### src/rtl/irb_pkg.sv
package irb_pkg;

  typedef enum logic [3:0] {
    OP_BAD, OP_DOM, OP_SCFG, OP_SPW, OP_SPN, OP_CPW, OP_CPN, OP_SEW,
    OP_SEN, OP_CEW, OP_CEN, OP_SPLE, OP_SPBE, OP_GEN, OP_TGT
  } op_e;

  typedef struct packed {
    op_e         op;
    logic [15:0] idx;
  } dec_t;

  localparam int unsigned OFS_SCFG = 32'h0004;
  localparam int unsigned OFS_SPW  = 32'h1C00;
  localparam int unsigned OFS_SPN  = 32'h1CDC;
  localparam int unsigned OFS_CPW  = 32'h1D00;
  localparam int unsigned OFS_CPN  = 32'h1DDC;
  localparam int unsigned OFS_SEW  = 32'h1E00;
  localparam int unsigned OFS_SEN  = 32'h1EDC;
  localparam int unsigned OFS_CEW  = 32'h1F00;
  localparam int unsigned OFS_CEN  = 32'h1FDC;
  localparam int unsigned OFS_SPLE = 32'h2000;
  localparam int unsigned OFS_SPBE = 32'h2004;
  localparam int unsigned OFS_GEN  = 32'h3000;
  localparam int unsigned OFS_TGT  = 32'h3004;

  localparam int          MODE_W    = 3;
  localparam int          DLG_BIT   = 10;
  localparam int          IE_BIT    = 8;
  localparam logic [31:0] DOM_FIXED = 32'h8000_0004;
  localparam logic [31:0] TGT_KEEP  = 32'hFFFF_F7FF;
  localparam logic [31:0] GEN_KEEP  = 32'hFFFC_0FFF;

  function automatic logic [31:0] swap32(input logic [31:0] v);
    return {v[7:0], v[15:8], v[23:16], v[31:24]};
  endfunction

endpackage

### src/rtl/irb_decode.sv
module irb_decode
  import irb_pkg::*;
#(
  parameter int NSRC = 40,
  parameter int AW   = 14
) (
  input  logic [AW-1:0] addr,
  input  logic [1:0]    size,
  output dec_t          dec
);
  localparam int unsigned NW = (NSRC + 1 + 31) / 32;

  logic [31:0] off;

  function automatic logic in_rng(input logic [31:0] o, input int unsigned base,
                                  input int unsigned n);
    return (o >= base) && (o < base + 4 * n);
  endfunction

  always_comb begin
    dec = '{op: OP_BAD, idx: '0};
    off = 32'(addr);
    if (size == 2'd2 && addr[1:0] == 2'b00) begin
      if (off == 32'h0) begin
        dec.op = OP_DOM;
      end else if (in_rng(off, OFS_SCFG, NSRC)) begin
        dec.op  = OP_SCFG;
        dec.idx = 16'(((off - OFS_SCFG) >> 2) + 1);
      end else if (in_rng(off, OFS_SPW, NW)) begin
        dec.op  = OP_SPW;
        dec.idx = 16'((off - OFS_SPW) >> 2);
      end else if (off == OFS_SPN) begin
        dec.op = OP_SPN;
      end else if (in_rng(off, OFS_CPW, NW)) begin
        dec.op  = OP_CPW;
        dec.idx = 16'((off - OFS_CPW) >> 2);
      end else if (off == OFS_CPN) begin
        dec.op = OP_CPN;
      end else if (in_rng(off, OFS_SEW, NW)) begin
        dec.op  = OP_SEW;
        dec.idx = 16'((off - OFS_SEW) >> 2);
      end else if (off == OFS_SEN) begin
        dec.op = OP_SEN;
      end else if (in_rng(off, OFS_CEW, NW)) begin
        dec.op  = OP_CEW;
        dec.idx = 16'((off - OFS_CEW) >> 2);
      end else if (off == OFS_CEN) begin
        dec.op = OP_CEN;
      end else if (off == OFS_SPLE) begin
        dec.op = OP_SPLE;
      end else if (off == OFS_SPBE) begin
        dec.op = OP_SPBE;
      end else if (off == OFS_GEN) begin
        dec.op = OP_GEN;
      end else if (in_rng(off, OFS_TGT, NSRC)) begin
        dec.op  = OP_TGT;
        dec.idx = 16'(((off - OFS_TGT) >> 2) + 1);
      end
    end
  end
endmodule

### src/rtl/irb_srccfg.sv
module irb_srccfg
  import irb_pkg::*;
#(
  parameter int NSRC = 40
) (
  input  logic                       clk,
  input  logic                       rst_n,
  input  logic                       wr_mode,
  input  logic                       wr_tgt,
  input  logic [15:0]                idx,
  input  logic [31:0]                wdata,
  output logic [MODE_W-1:0]          rd_mode,
  output logic [31:0]                rd_tgt,
  output logic [MODE_W*(NSRC+1)-1:0] mode_flat,
  output logic [32*(NSRC+1)-1:0]     tgt_flat
);
  logic [MODE_W-1:0] mode_q [NSRC+1];
  logic [31:0]       tgt_q  [NSRC+1];
  logic [MODE_W-1:0] mode_n;
  logic [31:0]       tgt_n;

  always_comb begin
    mode_n = wdata[DLG_BIT] ? '0 : wdata[MODE_W-1:0];
    tgt_n  = wdata & TGT_KEEP;
  end

  assign mode_q[0] = '0;
  assign tgt_q[0]  = '0;
  assign mode_flat[MODE_W-1:0] = '0;
  assign tgt_flat[31:0]        = '0;

  for (genvar s = 1; s <= NSRC; s++) begin : g_src
    logic ce_mode, ce_tgt;
    assign ce_mode = wr_mode && (idx == 16'(s));
    assign ce_tgt  = wr_tgt  && (idx == 16'(s));

    always_ff @(posedge clk or negedge rst_n) begin
      if (!rst_n) begin
        mode_q[s] <= '0;
        tgt_q[s]  <= '0;
      end else begin
        if (ce_mode) mode_q[s] <= mode_n;
        if (ce_tgt)  tgt_q[s]  <= tgt_n;
      end
    end

    assign mode_flat[s*MODE_W +: MODE_W] = mode_q[s];
    assign tgt_flat[s*32 +: 32]          = tgt_q[s];
  end

  always_comb begin
    rd_mode = '0;
    rd_tgt  = '0;
    for (int s = 1; s <= NSRC; s++) begin
      if (idx == 16'(s)) begin
        rd_mode = mode_q[s];
        rd_tgt  = tgt_q[s];
      end
    end
  end
endmodule

### src/rtl/irb_bits.sv
module irb_bits #(
  parameter int NSRC = 40
) (
  input  logic          clk,
  input  logic          rst_n,
  input  logic [NSRC:0] bus_set_p,
  input  logic [NSRC:0] bus_clr_p,
  input  logic [NSRC:0] bus_set_e,
  input  logic [NSRC:0] bus_clr_e,
  input  logic [NSRC:0] gw_set,
  input  logic [NSRC:0] gw_take,
  output logic [NSRC:0] pend_q,
  output logic [NSRC:0] en_q
);
  localparam logic [NSRC:0] LIVE = ~(NSRC+1)'(1);

  logic [NSRC:0] set_p, clr_p, pend_n, en_n;
  logic          ce_p, ce_e;

  always_comb begin
    set_p  = (bus_set_p | gw_set) & LIVE;
    clr_p  = bus_clr_p | gw_take;
    pend_n = (pend_q & ~clr_p) | set_p;
    en_n   = ((en_q & ~bus_clr_e) | bus_set_e) & LIVE;
    ce_p   = |{set_p, clr_p};
    ce_e   = |{bus_set_e, bus_clr_e};
  end

  always_ff @(posedge clk or negedge rst_n) begin
    if (!rst_n) begin
      pend_q <= '0;
      en_q   <= '0;
    end else begin
      if (ce_p) pend_q <= pend_n;
      if (ce_e) en_q   <= en_n;
    end
  end


  gw_set_wins_chk: assert property (@(posedge clk) disable iff (!rst_n)
    (|(gw_set & LIVE)) |=> ((pend_q & $past(gw_set & LIVE)) == $past(gw_set & LIVE)));


  take_clears_chk: assert property (@(posedge clk) disable iff (!rst_n)
    (|(gw_take & ~(gw_set | bus_set_p))) |=>
      ((pend_q & $past(gw_take & ~(gw_set | bus_set_p))) == '0));
endmodule

### src/rtl/irb_regbank.sv
module irb_regbank
  import irb_pkg::*;
#(
  parameter int NSRC = 40,
  parameter int AW   = 14
) (
  input  logic                       clk,
  input  logic                       rst_n,
  input  logic                       req_valid,
  input  logic                       req_write,
  input  logic [1:0]                 req_size,
  input  logic [AW-1:0]              req_addr,
  input  logic [31:0]                req_wdata,
  output logic                       rsp_valid,
  output logic                       rsp_err,
  output logic [31:0]                rsp_rdata,
  input  logic [NSRC:0]              gw_rect_in,
  input  logic [NSRC:0]              gw_set,
  input  logic [NSRC:0]              gw_take,
  output logic                       dom_ie_o,
  output logic [MODE_W*(NSRC+1)-1:0] src_mode_o,
  output logic [32*(NSRC+1)-1:0]     src_target_o,
  output logic [NSRC:0]              pend_o,
  output logic [NSRC:0]              en_o,
  output logic                       genmsg_stb_o,
  output logic [31:0]                genmsg_o
);
  localparam int NW   = (NSRC + 1 + 31) / 32;
  localparam int PADW = NW * 32;

  dec_t               dec;
  logic               wr, rd;
  logic [31:0]        wswap;
  logic [MODE_W-1:0]  rd_mode;
  logic [31:0]        rd_tgt;
  logic [NSRC:0]      bset_p, bclr_p, bset_e, bclr_e;
  logic [NSRC:0]      pend_q, en_q;
  logic [PADW-1:0]    pend_pad, en_pad, rect_pad;
  logic [31:0]        rdata_n;

  logic               rsp_valid_q, rsp_err_q, ie_q, stb_q;
  logic [31:0]        rdata_q, gen_q;
  logic               ie_ce, gen_ce;

  irb_decode #(.NSRC(NSRC), .AW(AW)) u_dec (
    .addr (req_addr),
    .size (req_size),
    .dec  (dec)
  );

  assign wr    = req_valid && req_write;
  assign rd    = req_valid && !req_write;
  assign wswap = swap32(req_wdata);

  irb_srccfg #(.NSRC(NSRC)) u_cfg (
    .clk       (clk),
    .rst_n     (rst_n),
    .wr_mode   (wr && dec.op == OP_SCFG),
    .wr_tgt    (wr && dec.op == OP_TGT),
    .idx       (dec.idx),
    .wdata     (req_wdata),
    .rd_mode   (rd_mode),
    .rd_tgt    (rd_tgt),
    .mode_flat (src_mode_o),
    .tgt_flat  (src_target_o)
  );

  assign bset_p[0] = 1'b0;
  assign bclr_p[0] = 1'b0;
  assign bset_e[0] = 1'b0;
  assign bclr_e[0] = 1'b0;

  for (genvar s = 1; s <= NSRC; s++) begin : g_hit
    logic wsel, wbit, nhit, bhit;
    assign wsel = (dec.idx == 16'(s / 32));
    assign wbit = req_wdata[s % 32];
    assign nhit = (req_wdata == 32'(s));
    assign bhit = (wswap == 32'(s));
    assign bset_p[s] = wr && ((dec.op == OP_SPW && wsel && wbit) ||
                              ((dec.op == OP_SPN || dec.op == OP_SPLE) && nhit) ||
                              (dec.op == OP_SPBE && bhit));
    assign bclr_p[s] = wr && ((dec.op == OP_CPW && wsel && wbit) ||
                              (dec.op == OP_CPN && nhit));
    assign bset_e[s] = wr && ((dec.op == OP_SEW && wsel && wbit) ||
                              (dec.op == OP_SEN && nhit));
    assign bclr_e[s] = wr && ((dec.op == OP_CEW && wsel && wbit) ||
                              (dec.op == OP_CEN && nhit));
  end

  irb_bits #(.NSRC(NSRC)) u_bits (
    .clk       (clk),
    .rst_n     (rst_n),
    .bus_set_p (bset_p),
    .bus_clr_p (bclr_p),
    .bus_set_e (bset_e),
    .bus_clr_e (bclr_e),
    .gw_set    (gw_set),
    .gw_take   (gw_take),
    .pend_q    (pend_q),
    .en_q      (en_q)
  );

  assign pend_pad = PADW'(pend_q);
  assign en_pad   = PADW'(en_q);
  assign rect_pad = PADW'(gw_rect_in & ~(NSRC+1)'(1));

  always_comb begin
    rdata_n = '0;
    if (rd) begin
      case (dec.op)
        OP_DOM:  rdata_n = DOM_FIXED | (32'(ie_q) << IE_BIT);
        OP_SCFG: rdata_n = 32'(rd_mode);
        OP_TGT:  rdata_n = rd_tgt;
        OP_GEN:  rdata_n = gen_q;
        OP_SPW, OP_CPW, OP_SEW: begin
          for (int w = 0; w < NW; w++) begin
            if (dec.idx == 16'(w)) begin
              if (dec.op == OP_SPW)      rdata_n = pend_pad[w*32 +: 32];
              else if (dec.op == OP_CPW) rdata_n = rect_pad[w*32 +: 32];
              else                       rdata_n = en_pad[w*32 +: 32];
            end
          end
        end
        default: rdata_n = '0;
      endcase
    end
  end

  assign ie_ce  = wr && dec.op == OP_DOM;
  assign gen_ce = wr && dec.op == OP_GEN;

  always_ff @(posedge clk or negedge rst_n) begin
    if (!rst_n) begin
      rsp_valid_q <= 1'b0;
      rsp_err_q   <= 1'b0;
      rdata_q     <= '0;
      ie_q        <= 1'b0;
      gen_q       <= '0;
      stb_q       <= 1'b0;
    end else begin
      rsp_valid_q <= req_valid;
      rsp_err_q   <= req_valid && dec.op == OP_BAD;
      rdata_q     <= rdata_n;
      stb_q       <= gen_ce;
      if (ie_ce)  ie_q  <= req_wdata[IE_BIT];
      if (gen_ce) gen_q <= req_wdata & GEN_KEEP;
    end
  end

  assign rsp_valid    = rsp_valid_q;
  assign rsp_err      = rsp_err_q;
  assign rsp_rdata    = rdata_q;
  assign dom_ie_o     = ie_q;
  assign pend_o       = pend_q;
  assign en_o         = en_q;
  assign genmsg_stb_o = stb_q;
  assign genmsg_o     = gen_q;


  rsp_follows_chk: assert property (@(posedge clk) disable iff (!rst_n)
    req_valid |=> rsp_valid);


  size_reject_chk: assert property (@(posedge clk) disable iff (!rst_n)
    (req_valid && req_size != 2'd2) |=> rsp_err);


  dom_fixed_chk: assert property (@(posedge clk) disable iff (!rst_n)
    (rd && dec.op == OP_DOM) |=> (rsp_rdata[2] && rsp_rdata[31]));


  clr_en_zero_chk: assert property (@(posedge clk) disable iff (!rst_n)
    (rd && dec.op == OP_CEW) |=> (rsp_rdata == 32'h0));


  gen_strobe_chk: assert property (@(posedge clk) disable iff (!rst_n)
    (wr && dec.op == OP_GEN) |=> (genmsg_stb_o && genmsg_o[17:12] == 6'h0));
endmodule

### config.mk
export PLATFORM = sky130hd
export DESIGN_NAME = irb_regbank
export DESIGN_NICKNAME = d
export VERILOG_FILES = /design/src/rtl/irb_pkg.sv /design/src/rtl/irb_decode.sv /design/src/rtl/irb_srccfg.sv /design/src/rtl/irb_bits.sv /design/src/rtl/irb_regbank.sv
export SDC_FILE = /design/constraint.sdc
export NUM_CORES = 2
export LEC_CHECK = 0
export BUFFER_PORTS_ARGS = -buffer_cell sky130_fd_sc_hd__buf_2
export CORE_AREA = 2 2 683 685
export CTS_BUF_LIST = sky130_fd_sc_hd__clkbuf_4
export DETAILED_ROUTE_END_ITERATION = 10
export DIE_AREA = 0 0 685 687
export PLACE_DENSITY_LB_ADDON = 0.3
export SYNTH_ARGS = -nofsm -noshare
export SYNTH_HDL_FRONTEND = slang
export SYNTH_SLANG_ARGS = --single-unit
### constraint.sdc
create_clock -name clk -period 1.98 [get_ports clk]
set_clock_uncertainty 0.2 [all_clocks]
set_input_delay 0.396 -clock clk [delete_from_list [all_inputs] [get_ports clk]]
set_output_delay 0.396 -clock clk [all_outputs]
set_load 0.01 [all_outputs]
==> results by group <==
Status
  – Status: complete, but fails checks
  – Failing checks: negative hold slack, negative setup slack

Clock tree
  – Clk buf depth: 4
  – TritonCTS clock tree: yes
  – Clock-pin slew on the worst setup and hold paths: 70 ps
  – CTS buffer count: 455
  – H-tree Lvls: 5
  – Worst skew pair latency: 1580 ps
  – Clk sink count: 1,503
  – CTS Root Cell: clkbuf_4

Setup path
  – R2R setup slack: -1300 ps
  – Worst R2R Start: u_cfg.tgt_flat[820]$_DFFE_PN0P_
  – Crit end category: flop
  – Worst Setup EP: rsp_rdata[20]$_DFF_PN0_
  – Reg-to-reg endpoint: rsp_rdata[20]$_DFF_PN0_
  – Worst setup path startpoint: req_addr[5]
  – Critical Path Source Type: primary input
  – CP Data Arrival Time: 5850 ps
  – R2r worst-path depth: 6
  – CP Max Fanout: 4
  – CP required: 3040 ps
  – Critical path class: primary input to flop

Route
  – Vias/cell: 4.57
  – Vias: 78,720
  – WL/cell: 37.9 µm
  – Iter 0 DRT Violations: 7,797
  – Drc violations: 0
  – Drt total wl: 653 mm
  – Initial DRT Pass Iterations: 11
  – Antenna Violating Nets Remaining: 0

STA
  – Slack of the critical path: -2820 ps
  – Max Slew Vio Count: 0
  – Fmax: 0.208 GHz
  – Unrepaired setup endpoints after global routing: yes
  – Worst-Margin Slew: 1290 ps
  – Fin crit period: 4800 ps
  – Relative slew slack: 13.9%
  – Fin crit share: 242%
  – Fin. Hold Viols: 28
  – Final setup fails: 3,003
  – Hold_ws: -394 ps

Synth
  – Register bit total from synthesis: 1,503
  – Seq/Total Area, Yosys: 52.4%
  – Syn Area/Cell: 11.7 µm²
  – Post-synth cell types: 110
  – Number of synthesized flops with an enable pin: 0
  – Post-synth ARST share: 100%
  – Post-synth top area cell: dfrtp_1
  – Synth top area cells: dfrtp_1 (52%), mux2_2 (18%), nand2_1 (2.8%), a22oi_1 (2.6%), o21ai_0 (2.1%)
  – Post-synth top area share: 52.4%
  – Synth warn: 0
  – Post-Syn Area: 0.0718 mm²
  – Syn Inst Count: 6,136
  – Top_reg_cell synth: dfrtp_1

Layout
  – Area Growth Syn to Fin: 70.3%
  – Reg area: 0.0376 mm²
  – Multi-input logic area: 0.0347 mm²
  – Cell Count, Final, Fillers Out: 17,225
  – Most frequent cells in the layout: buf_4 (2,222), buf_2 (1,642), dfrtp_1 (1,503), mux2_2 (1,150), clkbuf_4 (666)
  – Most common cell after layout, fill and taps aside: buf_4
  – Layout cells sized above 1: 60.8%
  – Fillers: 49,660
  – Layout Nets: 10,865

Worst hold path
  – Worst Hold Class: primary input to flop
  – Hold Path Depth: 10

Floorplanning
  – Floorplan Core Area: 0.463 mm²
  – Die H: 687 µm
  – Placement row count: 250
  – Die Width: 685 µm
  – Die area: 0.471 mm²
  – Initial Util: 15.5%
  – Ports: 1,760

Global route
  – Vias in the first global route: 77,123
  – Antenna violations before repair: 68
  – GRT Total Usage: 26.5%
  – Largest net degree at the start of global routing: 76
  – GRT Residual Overflow: 0
  – First-pass GRT wire length: 823 mm

Placed design
  – DP HPWL: 523 mm
  – Placed Cells: 15,865
  – Input/output buffers: 1,675
  – GPL Wtd Cong: 0.952

Pwr
  – Power Density: 556 mW/mm²
  – Total power: 68.0 mW
  – Peak supply drop: 0.000404 V
  – LEAKAGE: 63.6 nW

Run
  – Max-cap violations: 0
==> state kept, by name, indices dropped and copies added (netlist names) <==
register,flops
genmsg_o,26
u_bits.en_q,40
rsp_err,1
u_cfg.tgt_flat,1240
rsp_valid,1
genmsg_stb_o,1
rsp_rdata,32
dom_ie_o,1
u_cfg.mode_flat,120
u_bits.pend_q,41
==> final cells by class <==
class                   instances  area share (%)
flip-flops and latches       1503            30.8
repair buffers               4659            29.6
multi-input cells            4014            28.4
well taps                    6174            6.32
clock buffers                 666            4.09
clock inverters               129           0.549
inverters                      41           0.156
diodes                         39          0.0798
==> power by group <==
| group | total [mW] | switching, mW | internal (mW) |
|---|---|---|---|
| clock network | 31.9 | 16.2 | 15.7 |
| registers | 30.8 | 0.0761 | 30.8 |
| logic | 5.22 | 3.33 | 1.89 |
==> cells by family after synthesis <==
family / Yosys count / share of synthesized area (%)
multiplexers: 1249 / 19.5
other: 1 / 0.00523
AO/OA/AOI/OAI: 1351 / 14.2
buffers and inverters: 701 / 4.61
flip-flops: 1503 / 52.4
adder cells (fa/ha/maj): 16 / 0.279
AND/OR/NAND/NOR: 1295 / 8.71
XOR/XNOR: 20 / 0.244
==> cells in the mapped netlist, drive strengths merged, types with 15 or more instances <==
cell     number
a2111oi      24
a211oi       15
a21oi       107
a221o        33
a221oi      162
a222oi      107
a22o        135
a22oi       246
a31oi        15
and2         29
and3         44
buf         348
clkbuf      312
dfrtp      1503
ha           16
inv          39
mux2       1217
mux2i        32
nand2       541
nand3        92
nand4       103
nor2        232
nor2b        25
nor3         65
nor3b        28
nor4         43
o2111ai      15
o211ai       27
o21ai       302
o221ai       25
o22ai        25
o31ai        15
or3          35
==> metal layers <==
metal  wire length (µm)  GRT usage (%)
met4              45900           14.9
met3              52500           6.69
met2             303000           43.6
met5                131              0
met1             251000           31.4
==> stage by stage <==
step / TNS [ps] / setup slack (ps) / area (µm²) / util [%]
2_1_floorplan: -3373860 / -2550 / 72700 / -
3_3_place_gp: -4998140 / -5170 / 108000 / 23.2
3_5_place_dp: -4882450 / -5160 / 108000 / 23.2
4_1_cts: -3274160 / -2650 / 120000 / 25.9
5_1_grt: -3451130 / -2690 / 122000 / 26.4
6_report: -3319730 / -2820 / 122000 / 26.4
==> worst max-delay path: stages <==
cell      delay [ps]
buf_8            110
buf_12           120
nor4_4           220
buf_4            190
a41oi_4          100
or3_4            450
buf_6            150
a311oi_4         310
buf_4            180
o311ai_4         110
a21oi_2          260
nor2_2            60
and2_4           170
buf_6            130
and3_4           190
buf_12           150
buf_6            140
a222oi_1        1040
nand3_1          290
nor4_4           470
buf_4            200
o31a_1           220
o221ai_2         120
==> worst min-delay path by stage <==
stage                              from                             to  slack, ps
after floorplan                   rst_n           dom_ie_o$_DFFE_PN0P_       -100
after global placement            rst_n  u_bits.pend_q[28]$_DFFE_PN0P_         90
after detailed placement          rst_n  u_bits.pend_q[28]$_DFFE_PN0P_         90
after CTS                     req_write    u_bits.en_q[35]$_DFFE_PN0P_       -590
after global routing          req_write    u_bits.en_q[39]$_DFFE_PN0P_       -530
final                     req_wdata[19]    u_bits.en_q[32]$_DFFE_PN0P_       -390
==> timing repair <==
item | CTS | global route
endpoints found under the setup margin | 3003 | 3003
hold buffers | 355 | 1
pin swaps | 126 | 224
hold endpoints to repair | 3006 | 35
setup buffers | 77 | 106
cloned | 2 | 7
gates resized for setup | 426 | 308
(Power assumes the default switching activity.)
